[src/rtl/pwr_pkg.sv]
package pwr_pkg;

    typedef enum logic [2:0] {
        PS_RUN,
        PS_HALT_WT,
        PS_DOZE,
        PS_STOP_WT,
        PS_NAP,
        PS_SLEEP,
        PS_WK_TB,
        PS_WK_CORE
    } pwr_state_e;

    typedef enum logic [1:0] {
        TGT_DOZE,
        TGT_NAP,
        TGT_SLEEP
    } pwr_tgt_e;

    typedef struct packed {
        logic halt;
        logic stop;
        logic core_en;
        logic tb_en;
    } pwr_out_t;

endpackage

[src/rtl/pwr_ctrl_reg.sv]
module pwr_ctrl_reg #(
    parameter int MODE_W = 2
) (
    input  logic                        clk,
    input  logic                        rst_n,
    input  logic                        we,
    input  logic [MODE_W:0]             wdata,
    input  logic                        wake_clr,
    output logic                        wait_en,
    output pwr_pkg::pwr_tgt_e           tgt
);
    import pwr_pkg::*;

    localparam logic [MODE_W-1:0] NAP_CODE   = MODE_W'(1);
    localparam logic [MODE_W-1:0] SLEEP_CODE = MODE_W'(2);

    typedef struct packed {
        logic              wait_en;
        logic [MODE_W-1:0] mode;
    } ctl_t;

    ctl_t ctl_d, ctl_q;

    always_comb begin
        ctl_d = ctl_q;
        if (we) begin
            ctl_d.wait_en = wdata[0];
            ctl_d.mode    = wdata[MODE_W:1];
        end
        // wake clear outranks a same-edge write of the enable bit
        if (wake_clr) begin
            ctl_d.wait_en = 1'b0;
        end
    end

    always_ff @(posedge clk or negedge rst_n) begin
        if (!rst_n) begin
            ctl_q <= '0;
        end else begin
            ctl_q <= ctl_d;
        end
    end

    always_comb begin
        if (ctl_q.mode == NAP_CODE) begin
            tgt = TGT_NAP;
        end else if (ctl_q.mode == SLEEP_CODE) begin
            tgt = TGT_SLEEP;
        end else begin
            tgt = TGT_DOZE;
        end
    end

    assign wait_en = ctl_q.wait_en;

endmodule

[src/rtl/pwr_seq_fsm.sv]
module pwr_seq_fsm (
    input  logic                 clk,
    input  logic                 rst_n,
    input  logic                 wait_en,
    input  pwr_pkg::pwr_tgt_e    tgt,
    input  logic                 halt_ack,
    input  logic                 stop_ack,
    input  logic                 wake,
    output pwr_pkg::pwr_state_e  state,
    output logic                 wake_clr
);
    import pwr_pkg::*;

    typedef struct packed {
        pwr_state_e st;
    } seq_t;

    seq_t seq_d, seq_q;

    always_comb begin
        seq_d    = seq_q;
        wake_clr = 1'b0;
        unique case (seq_q.st)
            PS_RUN: begin
                if (wait_en) seq_d.st = PS_HALT_WT;
            end
            PS_HALT_WT: begin
                if (halt_ack) seq_d.st = PS_DOZE;
            end
            PS_DOZE: begin
                if (wake) begin
                    seq_d.st = PS_RUN;
                    wake_clr = 1'b1;
                end else if (tgt != TGT_DOZE) begin
                    seq_d.st = PS_STOP_WT;
                end
            end
            PS_STOP_WT: begin
                if (stop_ack) seq_d.st = (tgt == TGT_SLEEP) ? PS_SLEEP : PS_NAP;
            end
            PS_NAP: begin
                if (wake) begin
                    seq_d.st = PS_WK_CORE;
                    wake_clr = 1'b1;
                end
            end
            PS_SLEEP: begin
                if (wake) begin
                    seq_d.st = PS_WK_TB;
                    wake_clr = 1'b1;
                end
            end
            PS_WK_TB:   seq_d.st = PS_WK_CORE;
            PS_WK_CORE: seq_d.st = PS_RUN;
            default:    seq_d.st = PS_RUN;
        endcase
    end

    always_ff @(posedge clk or negedge rst_n) begin
        if (!rst_n) begin
            seq_q <= '{st: PS_RUN};
        end else begin
            seq_q <= seq_d;
        end
    end

    assign state = seq_q.st;

endmodule

[src/rtl/pwr_out_dec.sv]
module pwr_out_dec (
    input  pwr_pkg::pwr_state_e state,
    output pwr_pkg::pwr_out_t   outs
);
    import pwr_pkg::*;

    always_comb begin
        unique case (state)
            PS_RUN:     outs = '{halt: 1'b0, stop: 1'b0, core_en: 1'b1, tb_en: 1'b1};
            PS_HALT_WT: outs = '{halt: 1'b1, stop: 1'b0, core_en: 1'b1, tb_en: 1'b1};
            PS_DOZE:    outs = '{halt: 1'b1, stop: 1'b0, core_en: 1'b1, tb_en: 1'b1};
            PS_STOP_WT: outs = '{halt: 1'b1, stop: 1'b1, core_en: 1'b1, tb_en: 1'b1};
            PS_NAP:     outs = '{halt: 1'b1, stop: 1'b1, core_en: 1'b0, tb_en: 1'b1};
            PS_SLEEP:   outs = '{halt: 1'b1, stop: 1'b1, core_en: 1'b0, tb_en: 1'b0};
            PS_WK_TB:   outs = '{halt: 1'b1, stop: 1'b1, core_en: 1'b0, tb_en: 1'b1};
            PS_WK_CORE: outs = '{halt: 1'b1, stop: 1'b0, core_en: 1'b1, tb_en: 1'b1};
            default:    outs = '{halt: 1'b0, stop: 1'b0, core_en: 1'b1, tb_en: 1'b1};
        endcase
    end

endmodule

[src/rtl/pwr_level_ctrl.sv]
module pwr_level_ctrl #(
    parameter int MODE_W = 2
) (
    input  logic              clk,
    input  logic              rst_n,
    input  logic              ctl_we,
    input  logic [MODE_W:0]   ctl_wdata,
    input  logic              halt_ack,
    input  logic              stop_ack,
    input  logic              wake,
    output logic              halt_req,
    output logic              stop_req,
    output logic              core_clk_en,
    output logic              tb_clk_en
);
    import pwr_pkg::*;

    logic       wait_en;
    logic       wake_clr;
    pwr_tgt_e   tgt;
    pwr_state_e state;
    pwr_out_t   outs;

    pwr_ctrl_reg #(.MODE_W(MODE_W)) u_reg (
        .clk      (clk),
        .rst_n    (rst_n),
        .we       (ctl_we),
        .wdata    (ctl_wdata),
        .wake_clr (wake_clr),
        .wait_en  (wait_en),
        .tgt      (tgt)
    );

    pwr_seq_fsm u_fsm (
        .clk      (clk),
        .rst_n    (rst_n),
        .wait_en  (wait_en),
        .tgt      (tgt),
        .halt_ack (halt_ack),
        .stop_ack (stop_ack),
        .wake     (wake),
        .state    (state),
        .wake_clr (wake_clr)
    );

    pwr_out_dec u_dec (
        .state (state),
        .outs  (outs)
    );

    assign halt_req    = outs.halt;
    assign stop_req    = outs.stop;
    assign core_clk_en = outs.core_en;
    assign tb_clk_en   = outs.tb_en;

endmodule

[config.mk]
export PLATFORM = sky130hd
export DESIGN_NAME = pwr_level_ctrl
export DESIGN_NICKNAME = d
export VERILOG_FILES = /design/src/rtl/pwr_pkg.sv /design/src/rtl/pwr_ctrl_reg.sv /design/src/rtl/pwr_seq_fsm.sv /design/src/rtl/pwr_out_dec.sv /design/src/rtl/pwr_level_ctrl.sv
export SDC_FILE = /design/constraint.sdc
export NUM_CORES = 1
export LEC_CHECK = 0
export ABC_CLOCK_PERIOD_IN_PS = 1500
export BUFFER_PORTS_ARGS = -buffer_cell sky130_fd_sc_hd__buf_2
export CAP_MARGIN = 30
export CORE_AREA = 2 2 39 41
export DETAILED_ROUTE_END_ITERATION = 16
export DIE_AREA = 0 0 41 43
export PLACE_DENSITY_LB_ADDON = 0.2
export SLEW_MARGIN = 5
export SYNTH_ARGS = -nofsm -noshare
export SYNTH_HDL_FRONTEND = slang
export SYNTH_SLANG_ARGS = --single-unit
[constraint.sdc]
create_clock -name clk -period 1.5 [get_ports clk]
set_input_delay 0.3 -clock clk [delete_from_list [all_inputs] [get_ports clk]]
set_output_delay 0.3 -clock clk [all_outputs]
set_load 0.01 [all_outputs]
==> flow_summary.yaml, run 1 <==
placement:
  gp_congestion: 0.6847
  io_buffers: 12
  dpl.hpwl_um: 560.9
  dp_cells: 67
  place_ws_ps: 220.9
  dpl_cell_area_sq_um: 455.4
die:
  num_rows: 14
  die_w_um: 41
  num_io_pins: 13
  start_util_pct: 28.48
  core_area_sq_um: 1384
  fp.dieArea_sq_um: 1763
  die_y_um: 43
cells_and_area:
  area_growth_pct: 42.54
  drive_gt1_share_pct: 47.62
  antennaDiodeCount: 0
  final_cells: 79
  n_fill_cell: 149
  nNetsFinal: 75
  fin_util_pct: 40.60
  seq_area_sq_um: 153.9
  multiInputGateArea_sq_um: 227.7
  final_area_sq_um: 561.8
sta:
  maxSlewHeadroom_pct: 82.45
  rsz0062_at_grt: "true"
  finClkSkew_ps: 7.983
  post-route-period-util_pct: 98.18
  drv_slew: 0
  fmax_mhz: 679.0
  final.setup.worst_slack_ps: 27.28
  worst_pin_slew_ps: 262.6
  finalCriticalPeriod_ps: 1473
  setup_viol: 0
  hold_viol: 0
hold_path:
  hold_path_end: "u_reg.ctl_q[0]$_DFFE_PN0P_"
  hp-start: "ctl_wdata[1]"
  min_path_type: "input port to flop"
  holdPathStages: 3
synth:
  syn_area_per_cell_sq_um: 9.613
  syn_area_sq_um: 394.1
  synth-seq-cells: 6
  synth_edf_count: 0
  synth_seq_area_share_pct: 38.10
  synth.distinct_cells: 24
  async_flop_share_pct: 100.0
  synth_nets: 51
  synthCells: 41
  ys.flop_type: "dfrtp_1"
  ys_warn_count: 0
worst_setup_path:
  crit_arrival_ps: 1170
  worstSetupPathType: "flop to primary output"
  r2r_cells: 5
  cp-startpoint: "u_fsm.state[1]$_DFFE_PN0P_"
  endpoint_kind: "primary output"
  r2r-end: "u_fsm.state[0]$_DFFE_PN0P_"
  r2r_start: "u_fsm.state[1]$_DFFE_PN0P_"
  worstSetupStartpointType: "flop"
  worstPathRequired_ps: 1200
  crit_fanout: 5
  r2r_setup_slack_ps: 200
clock_network:
  cts_buffers: 3
  ctsLongestPathBuffers: 2
  htreeDepth: 1
  path_clk_slew_ps: 50
  cts_tree: "built"
  clock_latency_ps: 250
  numClockSinks: 6
  root_buffer: "clkbuf_4"
route:
  wire_per_inst_um: 10.87
  routed_wl_um: 859
  vias_per_cell: 4.759
  drtIter0Drc: 1
  firstDrtPassIters: 4
  antenna_left: 0
  drcViolationCount: 0
  num_vias: 376
pwr:
  p_int_w: 0.0006513
  switching_share_pct: 35.93
  power_frac_clock_pct: 14.8
  power_density_nw_per_um2: 1810
  power.total_w: 0.001017
  seqPwrFrac_pct: 28.5
  p_leak_nw: 0.2778
  power_frac_comb_pct: 56.8
  p_switching_w: 0.0003653
  peakVddDrop_mv: 0.7996
global_routing:
  grt_pass1_vias: 325
  grt_usage_pct: 12.23
  grt.overflow.total: 0
  grt_pass1_wl_mm: 1.393
  antenna_found_initial: 0
  grt_max_degree: 14
job:
  drv_cap: 0
status:
  status: "finished clean"
[stage by stage]
step                      setup TNS [ps]  hold WS, ps
final                                  0        275.2
after global routing              -27.91        288.5
after CTS                         -19.38        272.2
after detailed placement               0        132.5
after global placement                 0        140.5
after floorplan                        0        4.409
[cell type report]
type | instances | share of cell area (%)
Inverter | 2 | 1.336
Timing Repair Buffer | 21 | 23.16
Clock buffer | 3 | 4.009
Tap cell | 16 | 3.563
Sequential cell | 6 | 27.39
Multi-Input combinational cell | 31 | 40.53
[cell usage after synthesis (2+ instances only)]
library cell	number	area (sq um)
dfrtp_1	6	150.1
and2b_1	2	15.01
nand2_1	8	30.03
nand2b_1	2	12.51
o21bai_1	2	15.01
mux2i_1	2	20.02
inv_1	2	7.510
[cell usage in the layout (no fill, tap or decap), drive strengths merged, types with 2 or more instances in the layout]
cell type,Yosys,routed
mux2i,2,2
nand2,8,8
and2b,2,2
dfrtp,6,6
inv,2,2
clkbuf,0,3
o21ai,2,2
buf,2,20
o21bai,2,2
nand2b,2,2
[power by group through the flow]
stage | logic (W) | registers, W | clock network [W]
global placement | 0.000361 | 0.000325 | 0
global route | 0.000630 | 0.000304 | 0.000167
CTS | 0.000364 | 0.000326 | 0.000157
detailed placement | 0.000358 | 0.000319 | 0
finish | 0.000577 | 0.000289 | 0.000150
floorplan | 0.000349 | 0.000254 | 0
[routing by layer]
layer	wire [um]	track usage, %
met1	368	15.79
met5	0	0
met3	28	3.141
met4	0	10.00
met2	462	16.25
[sequential cells by signal, indices dropped and copies added, names as in the netlist]
signal         cells
u_reg.ctl_q        2
u_reg.wait_en      1
u_fsm.state        3
[critical path: stages, from the launching register on]
cell and delay [ps]:
dfrtp_2 430, or3_1 360, buf_2 140
[how the worst max path moves through the flow]
stage	end	slack [ps]	cells after the start
after floorplan	u_fsm.state[0]$_DFFE_PN0P_	260	4
after global placement	halt_req	210	2
after detailed placement	u_fsm.state[0]$_DFFE_PN0P_	220	4
after CTS	halt_req	-20	2
after global routing	halt_req	-30	2
final	halt_req	30	2
[cells by family after synthesis]
logic type      after synthesis  share of synthesized area (%)
mux                           3                          7.937
fa+ha+maj                     1                          3.174
flops                         6                          38.09
buf+inv                       4                          6.668
xor+xnor                      1                          2.223
compound gates                8                          16.19
simple gates                 18                          25.72
[timing repair]
action,4_1_cts,5_1_grt
gates resized for setup,3,2
hold buffers,1,0
endpoints found under the setup margin,3,2
pin swaps,0,1
endpoints found under the hold margin,6,0
buffers inserted,0,8
(Power assumes the default switching activity.)
==> run 2: changes to the inputs <==
--- a/config.mk
+++ b/config.mk
@@ -9,6 +9,7 @@
 export BUFFER_PORTS_ARGS = -buffer_cell sky130_fd_sc_hd__buf_2
 export CAP_MARGIN = 30
 export CORE_AREA = 2 2 39 41
+export CTS_BUF_LIST = sky130_fd_sc_hd__clkbuf_8
 export DETAILED_ROUTE_END_ITERATION = 16
 export DIE_AREA = 0 0 41 43
 export PLACE_DENSITY_LB_ADDON = 0.2
==> flow_summary.yaml, run 2 (same netlist as run 1, synthesis figures left out) <==
sta:
  rsz0062_at_grt: "true"
  finClkSkew_ps: 6.316
  worst_pin_slew_ps: 283.8
  post-route-period-util_pct: 98.03
  setup_viol: 0
  fmax_mhz: 680.1
  finalCriticalPeriod_ps: 1470
  final.setup.worst_slack_ps: 29.58
  drv_slew: 0
  maxSlewHeadroom_pct: 81.04
  hold_viol: 0
  tns_ps: 0
die:
  start_util_pct: 28.48
  core_area_sq_um: 1384
  die_y_um: 43
  fp.dieArea_sq_um: 1763
  num_io_pins: 13
  num_rows: 14
  die_w_um: 41
pwr:
  power_frac_comb_pct: 44.5
  power_density_nw_per_um2: 1867
  switching_share_pct: 35.31
  power_frac_clock_pct: 24.2
  p_leak_nw: 0.2538
  p_int_w: 0.0006469
  seqPwrFrac_pct: 31.3
  peakVddDrop_mv: 0.7273
  p_switching_w: 0.0003530
route:
  vias_per_cell: 4.838
  firstDrtPassIters: 4
  wire_per_inst_um: 11.72
  routed_wl_um: 867
  num_vias: 358
  drtIter0Drc: 3
  antenna_left: 0
  drcViolationCount: 0
clock_network:
  ctsLongestPathBuffers: 2
  root_buffer: "clkbuf_8"
  clock_latency_ps: 220
  htreeDepth: 1
  cts_buffers: 3
  path_clk_slew_ps: 40
  cts_tree: "built"
  numClockSinks: 6
worst_setup_path:
  worstSetupStartpointType: "flop"
  crit_path_cell_trace: "or3_1 > buf_2"
  worstSetupPathType: "flop to primary output"
  r2r_start: "u_reg.ctl_q[1]$_DFFE_PN0P_"
  critical-path-slowest-cell: "dfrtp_2"
  worstPathRequired_ps: 1200
  slowest_delay_ps: 440
  crit_arrival_ps: 1170
  cp-startpoint: "u_fsm.state[1]$_DFFE_PN0P_"
  r2r_cells: 4
  crit_fanout: 7
  endpoint_kind: "primary output"
hold_path:
  min_path_type: "input port to flop"
  holdPathStages: 3
  hp-start: "ctl_wdata[1]"
status:
  status: "finished clean"
global_routing:
  grt_pass1_wl_mm: 1.435
  grt_max_degree: 14
  antenna_found_initial: 0
  grt_usage_pct: 12.64
  grt_pass1_vias: 332
  grt.overflow.total: 0
cells_and_area:
  area_growth_pct: 35.87
  n_fill_cell: 145
  antennaDiodeCount: 0
  seq_area_sq_um: 153.9
  multiInputGateArea_sq_um: 220.2
  nNetsFinal: 70
  largest_register_ffs: 3
  final_common_cell: "buf_2"
  layout_common_cells: "buf_2, nand2_1"
  drive_gt1_share_pct: 41.38
placement:
  place_ws_ps: 220.9
  io_buffers: 12
  gp_congestion: 0.6847
  dpl.hpwl_um: 560.9
job:
  drv_cap: 0
run 2: cell count changes in the layout (fill, tap and decap cells not counted), sizes merged:
| cell | delta |
|---|---|
| buf | -5 |
run 2: per-stage QoR:
stage / instances / area, sq um / util [%] / hold WS, ps / power [W]
floorplan: 41 / 394.1 / - / 4.409 / 0.0006028
global placement: 67 / 455.4 / 32.91 / 140.5 / 0.0006856
detailed placement: 67 / 455.4 / 32.91 / 132.5 / 0.0006768
CTS: 71 / 510.5 / 36.89 / 300.9 / 0.0009379
global route: 74 / 535.5 / 38.70 / 317.8 / 0.001082
finish: 74 / 535.5 / 38.70 / 299.4 / 0.0009999
run 2: layout make-up:
cell class	count	share of cell area, %
inverters	2	1.402
multi-input cells	31	41.12
repair buffers	16	17.29
flip-flops and latches	6	28.74
clock buffers	3	7.710
well taps	16	3.738
run 2: power by group through the flow:
stage	clock network (W)	registers, W	logic (W)
after floorplan	0	0.000254	0.000349
after global placement	0	0.000325	0.000361
after detailed placement	0	0.000319	0.000358
after CTS	0.000248	0.000326	0.000364
after global routing	0.000259	0.000330	0.000493
final	0.000242	0.000313	0.000445
run 2: final timing paths:
kind | slack (ps) | endpoint
max | 30 | halt_req
min | 300 | u_reg.ctl_q[0]$_DFFE_PN0P_
max reg2reg | 210 | u_fsm.state[0]$_DFFE_PN0P_
min reg2reg | 510 | u_reg.ctl_q[1]$_DFFE_PN0P_
max in group asynchronous | 900 | u_fsm.state[1]$_DFFE_PN0P_
min in group asynchronous | 430 | u_fsm.state[0]$_DFFE_PN0P_
run 2: metal layers:
layer | part of all wire, % | up-vias | GRT usage, %
met3 | 3.7 | 0 | 3.141
met4 | 0 | 0 | 10.00
li1 | - | 176 | -
met1 | 41 | 175 | 16.12
met2 | 55 | 7 | 17.19
met5 | 0 | - | 0
run 2: timing repair:
action / 4_1_cts / 5_1_grt
buffers inserted: 0 / 3
endpoints found under the setup margin: 2 / 2
resized for setup: 3 / 1
hold buffers: 1 / 0
endpoints found under the hold margin: 6 / 0
pin swaps: 0 / 1
cloned: 0 / 0
run 2: critical path, delay by kind of cell (launching register included):
| family | cells | cell delay (ps) |
|---|---|---|
| DFF | 1 | 440 |
| and+or+nand+nor | 1 | 370 |
| buffers and inverters | 1 | 140 |
